**src/rtl/opsel_alu_pkg.sv**
```systemverilog
package opsel_alu_pkg;
   typedef enum logic [2:0] {
      ASRC_REG  = 3'd0,
      ASRC_NREG = 3'd1,
      ASRC_PC   = 3'd2,
      ASRC_ZERO = 3'd3,
      ASRC_STAT = 3'd4
   } asrc_e;

   typedef enum logic [1:0] {
      BSRC_REG  = 2'd0,
      BSRC_IMM  = 2'd1,
      BSRC_NREG = 2'd2,
      BSRC_NIMM = 2'd3
   } bsrc_e;

   typedef enum logic [1:0] {
      CSRC_ZERO = 2'd0,
      CSRC_ONE  = 2'd1,
      CSRC_FLAG = 2'd2
   } csrc_e;

   typedef enum logic [3:0] {
      FN_ADD   = 4'd0,
      FN_OR    = 4'd1,
      FN_AND   = 4'd2,
      FN_XOR   = 4'd3,
      FN_CMPS  = 4'd4,
      FN_CMPU  = 4'd5,
      FN_SRA   = 4'd6,
      FN_SRL   = 4'd7,
      FN_SRC   = 4'd8,
      FN_SEXB  = 4'd9,
      FN_SEXH  = 4'd10
   } fn_e;
endpackage

```
**src/rtl/opsel_alu_operands.sv**
```systemverilog
module opsel_alu_operands #(
   parameter int WIDTH    = 32,
   parameter int STATUS_W = 32
) (
   input  logic [WIDTH-1:0]    reg_a,
   input  logic [WIDTH-1:0]    reg_b,
   input  logic [WIDTH-1:0]    imm,
   input  logic [WIDTH-1:0]    pc,
   input  logic [STATUS_W-1:0] status,
   input  logic [2:0]          a_sel,
   input  logic [1:0]          b_sel,
   input  logic [1:0]          cin_sel,
   input  logic                flag,
   output logic [WIDTH-1:0]    op_a,
   output logic [WIDTH-1:0]    op_b,
   output logic                cin
);
   import opsel_alu_pkg::*;

   logic [WIDTH-1:0] status_ext;

   generate
      if (STATUS_W < WIDTH) begin : g_stat_pad
         assign status_ext = {{(WIDTH-STATUS_W){1'b0}}, status};
      end else begin : g_stat_cut
         assign status_ext = status[WIDTH-1:0];
      end
   endgenerate

   always_comb begin
      case (a_sel)
         ASRC_REG:  op_a = reg_a;
         ASRC_NREG: op_a = ~reg_a;
         ASRC_PC:   op_a = pc;
         ASRC_STAT: op_a = status_ext;
         default:   op_a = '0;
      endcase
   end

   always_comb begin
      case (b_sel)
         BSRC_REG:  op_b = reg_b;
         BSRC_IMM:  op_b = imm;
         BSRC_NREG: op_b = ~reg_b;
         default:   op_b = ~imm;
      endcase
   end

   always_comb begin
      case (cin_sel)
         CSRC_ONE:  cin = 1'b1;
         CSRC_FLAG: cin = flag;
         default:   cin = 1'b0;
      endcase
   end
endmodule

```
**src/rtl/opsel_alu_func.sv**
```systemverilog
module opsel_alu_func #(
   parameter int WIDTH = 32
) (
   input  logic [WIDTH-1:0] op_a,
   input  logic [WIDTH-1:0] op_b,
   input  logic             cin,
   input  logic [3:0]       fn_sel,
   output logic [WIDTH-1:0] res,
   output logic             cout,
   output logic             cout_valid
);
   import opsel_alu_pkg::*;

   localparam int MSB = WIDTH - 1;

   logic [WIDTH:0]   sum;
   logic [WIDTH-1:0] a_true;
   logic             gt_s;
   logic             gt_u;

   assign sum    = {1'b0, op_a} + {1'b0, op_b} + {{WIDTH{1'b0}}, cin};
   assign a_true = ~op_a;
   assign gt_s   = $signed(a_true) > $signed(op_b);
   assign gt_u   = a_true > op_b;

   always_comb begin
      res        = '0;
      cout       = 1'b0;
      cout_valid = 1'b0;
      case (fn_sel)
         FN_ADD: begin
            res = sum[MSB:0];
            cout = sum[WIDTH];
            cout_valid = 1'b1;
         end
         FN_OR:  res = op_a | op_b;
         FN_AND: res = op_a & op_b;
         FN_XOR: res = op_a ^ op_b;
         FN_CMPS: begin
            res = {gt_s, sum[MSB-1:0]};
            cout = sum[WIDTH];
            cout_valid = 1'b1;
         end
         FN_CMPU: begin
            res = {gt_u, sum[MSB-1:0]};
            cout = sum[WIDTH];
            cout_valid = 1'b1;
         end
         FN_SRA: begin
            res = {op_a[MSB], op_a[MSB:1]};
            cout = op_a[0];
            cout_valid = 1'b1;
         end
         FN_SRL: begin
            res = {1'b0, op_a[MSB:1]};
            cout = op_a[0];
            cout_valid = 1'b1;
         end
         FN_SRC: begin
            res = {cin, op_a[MSB:1]};
            cout = op_a[0];
            cout_valid = 1'b1;
         end
         FN_SEXB: res = {{(WIDTH-8){op_a[7]}}, op_a[7:0]};
         FN_SEXH: res = {{(WIDTH-16){op_a[15]}}, op_a[15:0]};
         default: res = '0;
      endcase
   end
endmodule

```
**src/rtl/opsel_alu.sv**
```systemverilog
module opsel_alu #(
   parameter int WIDTH    = 32,
   parameter int STATUS_W = 32
) (
   input  logic             clk,
   input  logic             rst,
   input  logic             stall,
   input  logic [WIDTH-1:0] reg_a,
   input  logic [WIDTH-1:0] reg_b,
   input  logic [WIDTH-1:0] imm,
   input  logic [WIDTH-1:0] pc,
   input  logic [STATUS_W-1:0] status,
   input  logic [2:0]       a_sel,
   input  logic [1:0]       b_sel,
   input  logic [1:0]       cin_sel,
   input  logic [3:0]       fn_sel,
   input  logic             carry_we,
   output logic [WIDTH-1:0] result,
   output logic             carry
);
   import opsel_alu_pkg::*;

   generate
      if (WIDTH < 17) begin : g_bad_width
         $error("opsel_alu: WIDTH must be at least 17");
      end
      if (STATUS_W < 1) begin : g_bad_status
         $error("opsel_alu: STATUS_W must be at least 1");
      end
   endgenerate

   logic [WIDTH-1:0] op_a, op_b, res_d;
   logic             cin, cout, cout_valid;

   opsel_alu_operands #(.WIDTH(WIDTH), .STATUS_W(STATUS_W)) u_ops (
      .reg_a(reg_a), .reg_b(reg_b), .imm(imm), .pc(pc), .status(status),
      .a_sel(a_sel), .b_sel(b_sel), .cin_sel(cin_sel), .flag(carry),
      .op_a(op_a), .op_b(op_b), .cin(cin)
   );

   opsel_alu_func #(.WIDTH(WIDTH)) u_fn (
      .op_a(op_a), .op_b(op_b), .cin(cin), .fn_sel(fn_sel),
      .res(res_d), .cout(cout), .cout_valid(cout_valid)
   );

   always_ff @(posedge clk) begin
      if (rst) begin
         result <= '0;
         carry  <= 1'b0;
      end else if (!stall) begin
         result <= res_d;
         if (carry_we && cout_valid) carry <= cout;
      end
   end

   // Checks guarding the output registers
   logic rst_q;
   always_ff @(posedge clk) rst_q <= rst;

   always @(posedge clk) begin
      if (rst_q) begin
         assert_reset_clear_R12: assert (result == '0 && carry == 1'b0)
            else $error("result/carry not cleared after reset");
      end
   end

   assert_stall_hold_R11: assert property (@(posedge clk) disable iff (rst)
      stall |=> ($stable(result) && $stable(carry)));

   assert_carry_keep_R10: assert property (@(posedge clk) disable iff (rst)
      (!stall && !carry_we) |=> $stable(carry));

   assert_add_regs_R4: assert property (@(posedge clk) disable iff (rst)
      (!stall && fn_sel == 4'd0 && a_sel == 3'd0 && b_sel == 2'd0 && cin_sel == 2'd0)
      |=> result == $past(reg_a + reg_b));

   assert_shift_carry_R8: assert property (@(posedge clk) disable iff (rst)
      (!stall && carry_we && fn_sel == 4'd7 && a_sel == 3'd0)
      |=> carry == $past(reg_a[0]));
endmodule

```
**config.mk**
```make
export PLATFORM = sky130hd
export DESIGN_NAME = opsel_alu
export DESIGN_NICKNAME = d
export VERILOG_FILES = /design/src/rtl/opsel_alu_pkg.sv /design/src/rtl/opsel_alu_operands.sv /design/src/rtl/opsel_alu_func.sv /design/src/rtl/opsel_alu.sv
export SDC_FILE = /design/constraint.sdc
export NUM_CORES = 1
export LEC_CHECK = 0
export BUFFER_PORTS_ARGS = -buffer_cell sky130_fd_sc_hd__buf_4
export CORE_ASPECT_RATIO = 1.4
export CORE_MARGIN = 3
export CORE_UTILIZATION = 45
export CTS_CLUSTER_SIZE = 8
export DETAILED_ROUTE_END_ITERATION = 8
export GPL_TIMING_DRIVEN = 1
export HOLD_SLACK_MARGIN = 0.08
export PLACE_DENSITY = 0.82
export SLEW_MARGIN = 5
export SYNTH_ARGS = -nofsm -noshare
export SYNTH_HDL_FRONTEND = slang
export SYNTH_SLANG_ARGS = --single-unit
```
**constraint.sdc**
```tcl
create_clock -name clk -period 8.2 [get_ports clk]
set_clock_uncertainty 0.1 [all_clocks]
set_input_delay 1.23 -clock clk [delete_from_list [all_inputs] [get_ports clk]]
set_output_delay 1.23 -clock clk [all_outputs]
set_load 0.01 [all_outputs]
```
==> results.md <==
- Leak Pwr: 4.04 nW
- Synth Register Bits: 33
- Most frequent cells in the layout: 213 x buf_4, 123 x a21oi_1, 78 x nand2_1
- Initial Util: 0.462
- Mux contribution to synthesized area: 0.137
- Cts repair resizes: 0
- Final hold violation count: 0
- TritonCTS clock tree: done
- Total global-route track usage: 0.298
- Mapped Avg Cell Area: 7.04 µm²
- Least-Margin Pin Slew: 1.23 ns
- Final setup margin: 2.89 ns
- Cell mode on critical path: a21oi_1
- Top_reg_cell synth: dfxtp_1
- Core area: 0.0146 mm²
- Worst hold path class: register to register
- Max-slew headroom: 0.180
- Drt wl/cell: 19.6 µm
- Startpoint Class: primary input
- Worst vdd ir: 70.5 µV
- XOR/XNOR share of the synthesized area: 0.0729
- First-pass GRT wire length: 38700 µm
- Number of synthesized flops with an enable pin: 0
- Mapped Area: 0.00673 mm²
- I/O Buffers: 207
- CP Class: primary input to register
- Drt first pass iters: 7
- Antenna Nets Post-Route: 0
- Synth warn: 0
- Nets: 1346
- Setup slack at placement: 2.70 ns
- Final Cycle Share: 0.647
- Fin util: 0.580
- Via/cell ratio: 6.06
- Crit path time final: 5.31 ns
- Clock Tree Buf Depth: 2
- Dpl cells: 1285
- Main combinational cell family by area after synthesis: compound AO/OA/AOI/OAI gates
- Initial antenna violation count: 0
- Outcome: finished, final reports clean
- Root Driver: clkbuf_16
- Gpl congestion: 0.976
- PwrDens: 125 mW/mm²
- # Post-CTS Setup Buffers: 0
- Crit-path max cell delay: 0.52 ns
- Max-Cap Viols: 0
- Detailed-route DRC error count: 0
- Pin count of the biggest net entering global routing: 50
- Die area: 0.0165 mm²
- Post-CTS Hold Fix Bufs: 0
- FF-to-FF setup slack: 4.57 ns
- Layout cells sized above 1: 0.239
- Setup_tns: 0 ns
- Crit Path Max Fanout: 34
- Die X: 109 µm
- DRT iter0 DRCs: 585
- WL final: 25300 µm
- Synth Area in Simple Gates: 0.143
- ANT cells: 0
- Critical-path cell list: buf_4 -> nor2b_2 -> a21oi_1 -> o22ai_1 -> fa_1 -> fa_1 -> a21oi_1 -> nor3b_2 -> o31a_1 -> a21o_1 -> a41oi_2 -> o21ai_2 -> a21oi_2 -> mux2i_1 -> a21oi_1 -> nor3_1
- Htree depth: 2
- CP max-delay cell: fa_1
- Detail Placement HPWL: 19300 µm
- Area growth from synthesis to layout: 25.6%
- I/O pins: 208
- Post-synthesis compound-gate area fraction: 0.334
- Ys async rst share: 0
- Placement Rows: 52
- CP endpoint kind: register
- Netlist cell types: 68
- Max frequency: 188 MHz
- Final setup fails: 0
- Syn Inst Count: 955
- RSZ-0062 raised after global routing: false
- Post-synthesis sequential area ratio: 0.0982
- Clock sinks: 33
- Worst EP required: 8.31 ns
- Clock slew at reported path FFs: 0.06 ns
- Fin. max-slew vios: 0
- TritonCTS Buffers: 5
- Total chip power: 1.06 mW
- Vias post-DR: 7831
- Commonest non-fill, non-tap cell in the layout: buf_4
- Total congestion overflow: 0
- Synth Area in Adders: 0.129
- Non-filler cells, final: 1293
- Worst Path Arrival: 5.42 ns
- Clock Latency Late Sink: 0.28 ns
- Die H: 151 µm
- Syn_nets: 1198
- Vias in the first global route: 7489
## critical path, delay by kind of cell
kind | cells | cell delay [ns]
AND/OR/NAND/NOR | 3 | 0.54
multiplexers | 1 | 0.21
buffers and inverters | 1 | 0.45
AO/OA/AOI/OAI | 9 | 2.00
adder cells (fa/ha/maj) | 2 | 0.94
## synth_stat cells (3+ instances only)
| library cell | n | share of area |
|---|---|---|
| a21oi_1 | 123 | 0.092 |
| nand2_1 | 78 | 0.044 |
| nor2_1 | 78 | 0.044 |
| inv_1 | 77 | 0.043 |
| mux2i_1 | 67 | 0.10 |
| ha_1 | 66 | 0.12 |
| o21ai_0 | 57 | 0.042 |
| clkbuf_1 | 46 | 0.026 |
| xnor2_1 | 43 | 0.056 |
| dfxtp_1 | 33 | 0.098 |
| a21o_1 | 28 | 0.031 |
| o22ai_1 | 23 | 0.021 |
| mux2_2 | 22 | 0.037 |
| a22oi_1 | 20 | 0.022 |
| o22a_1 | 13 | 0.017 |
| xor2_1 | 13 | 0.017 |
| buf_1 | 12 | 0.0067 |
| buf_2 | 12 | 0.0089 |
| nand2b_1 | 11 | 0.010 |
| nand3_1 | 10 | 0.0074 |
| a222oi_1 | 8 | 0.012 |
| a31oi_1 | 8 | 0.0074 |
| nor3_1 | 8 | 0.0060 |
| o211ai_1 | 8 | 0.0089 |
| o21bai_1 | 8 | 0.0089 |
| nand4_1 | 7 | 0.0065 |
| nor2b_1 | 7 | 0.0065 |
| a211oi_1 | 6 | 0.0067 |
| o221ai_1 | 5 | 0.0065 |
| o2111ai_1 | 4 | 0.0052 |
| o21ai_1 | 4 | 0.0030 |
| a221oi_1 | 3 | 0.0039 |
| a22o_1 | 3 | 0.0039 |
| nor4_1 | 3 | 0.0028 |
| or4_1 | 3 | 0.0033 |
## worst paths after layout
check | start | end | cells after the start
hold reg to reg | result[17] | result[17] | 2
setup / recovery | a_sel[2] | result[28] | 16
hold / removal | result[17] | result[17] | 2
setup reg to reg | carry | result[28] | 14
## final cells by class
class                      instances  area, µm²
timing repair buffer             213       1600
inverter                          77        289
fill                            1437       6130
multi-input combinational        773       5490
tap                              189        236
sequential                        33        661
clock buffer                       6        139
clock inverter                     2       37.5
## per-layer routing
| metal | routed length, µm | GRT usage | vias up |
|---|---|---|---|
| met4 | 1880 | 0.202 | 0 |
| met3 | 1870 | 0.0300 | 108 |
| met5 | 0 | 0 | - |
| met1 | 9190 | 0.350 | 3590 |
| li1 | - | - | 3726 |
| met2 | 12400 | 0.501 | 407 |
## per-stage QoR
stage | cell area [µm²] | hold WS (ns)
finish | 8450 | 0.372
global route | 8450 | 0.378
CTS | 8450 | 0.361
detailed placement | 8270 | 0.345
global placement | 8270 | 0.336
floorplan | 6730 | 0.383
## kinds of logic after synthesis
logic type | Yosys count
AO/OA/AOI/OAI | 345
XOR/XNOR | 56
multiplexers | 89
flip-flops | 33
buffers and inverters | 149
adder cells (fa/ha/maj) | 68
AND/OR/NAND/NOR | 215
## power by group
part | total [mW] | internal [mW] | switching, mW
clock | 0.232 | 0.152 | 0.0804
sequential | 0.175 | 0.169 | 0.00608
combinational | 0.651 | 0.284 | 0.367
## sequential cells by signal (all words and copies together), names as in the netlist
| signal | cells |
|---|---|
| result | 32 |
| carry | 1 |
(Power assumes the default switching activity.)
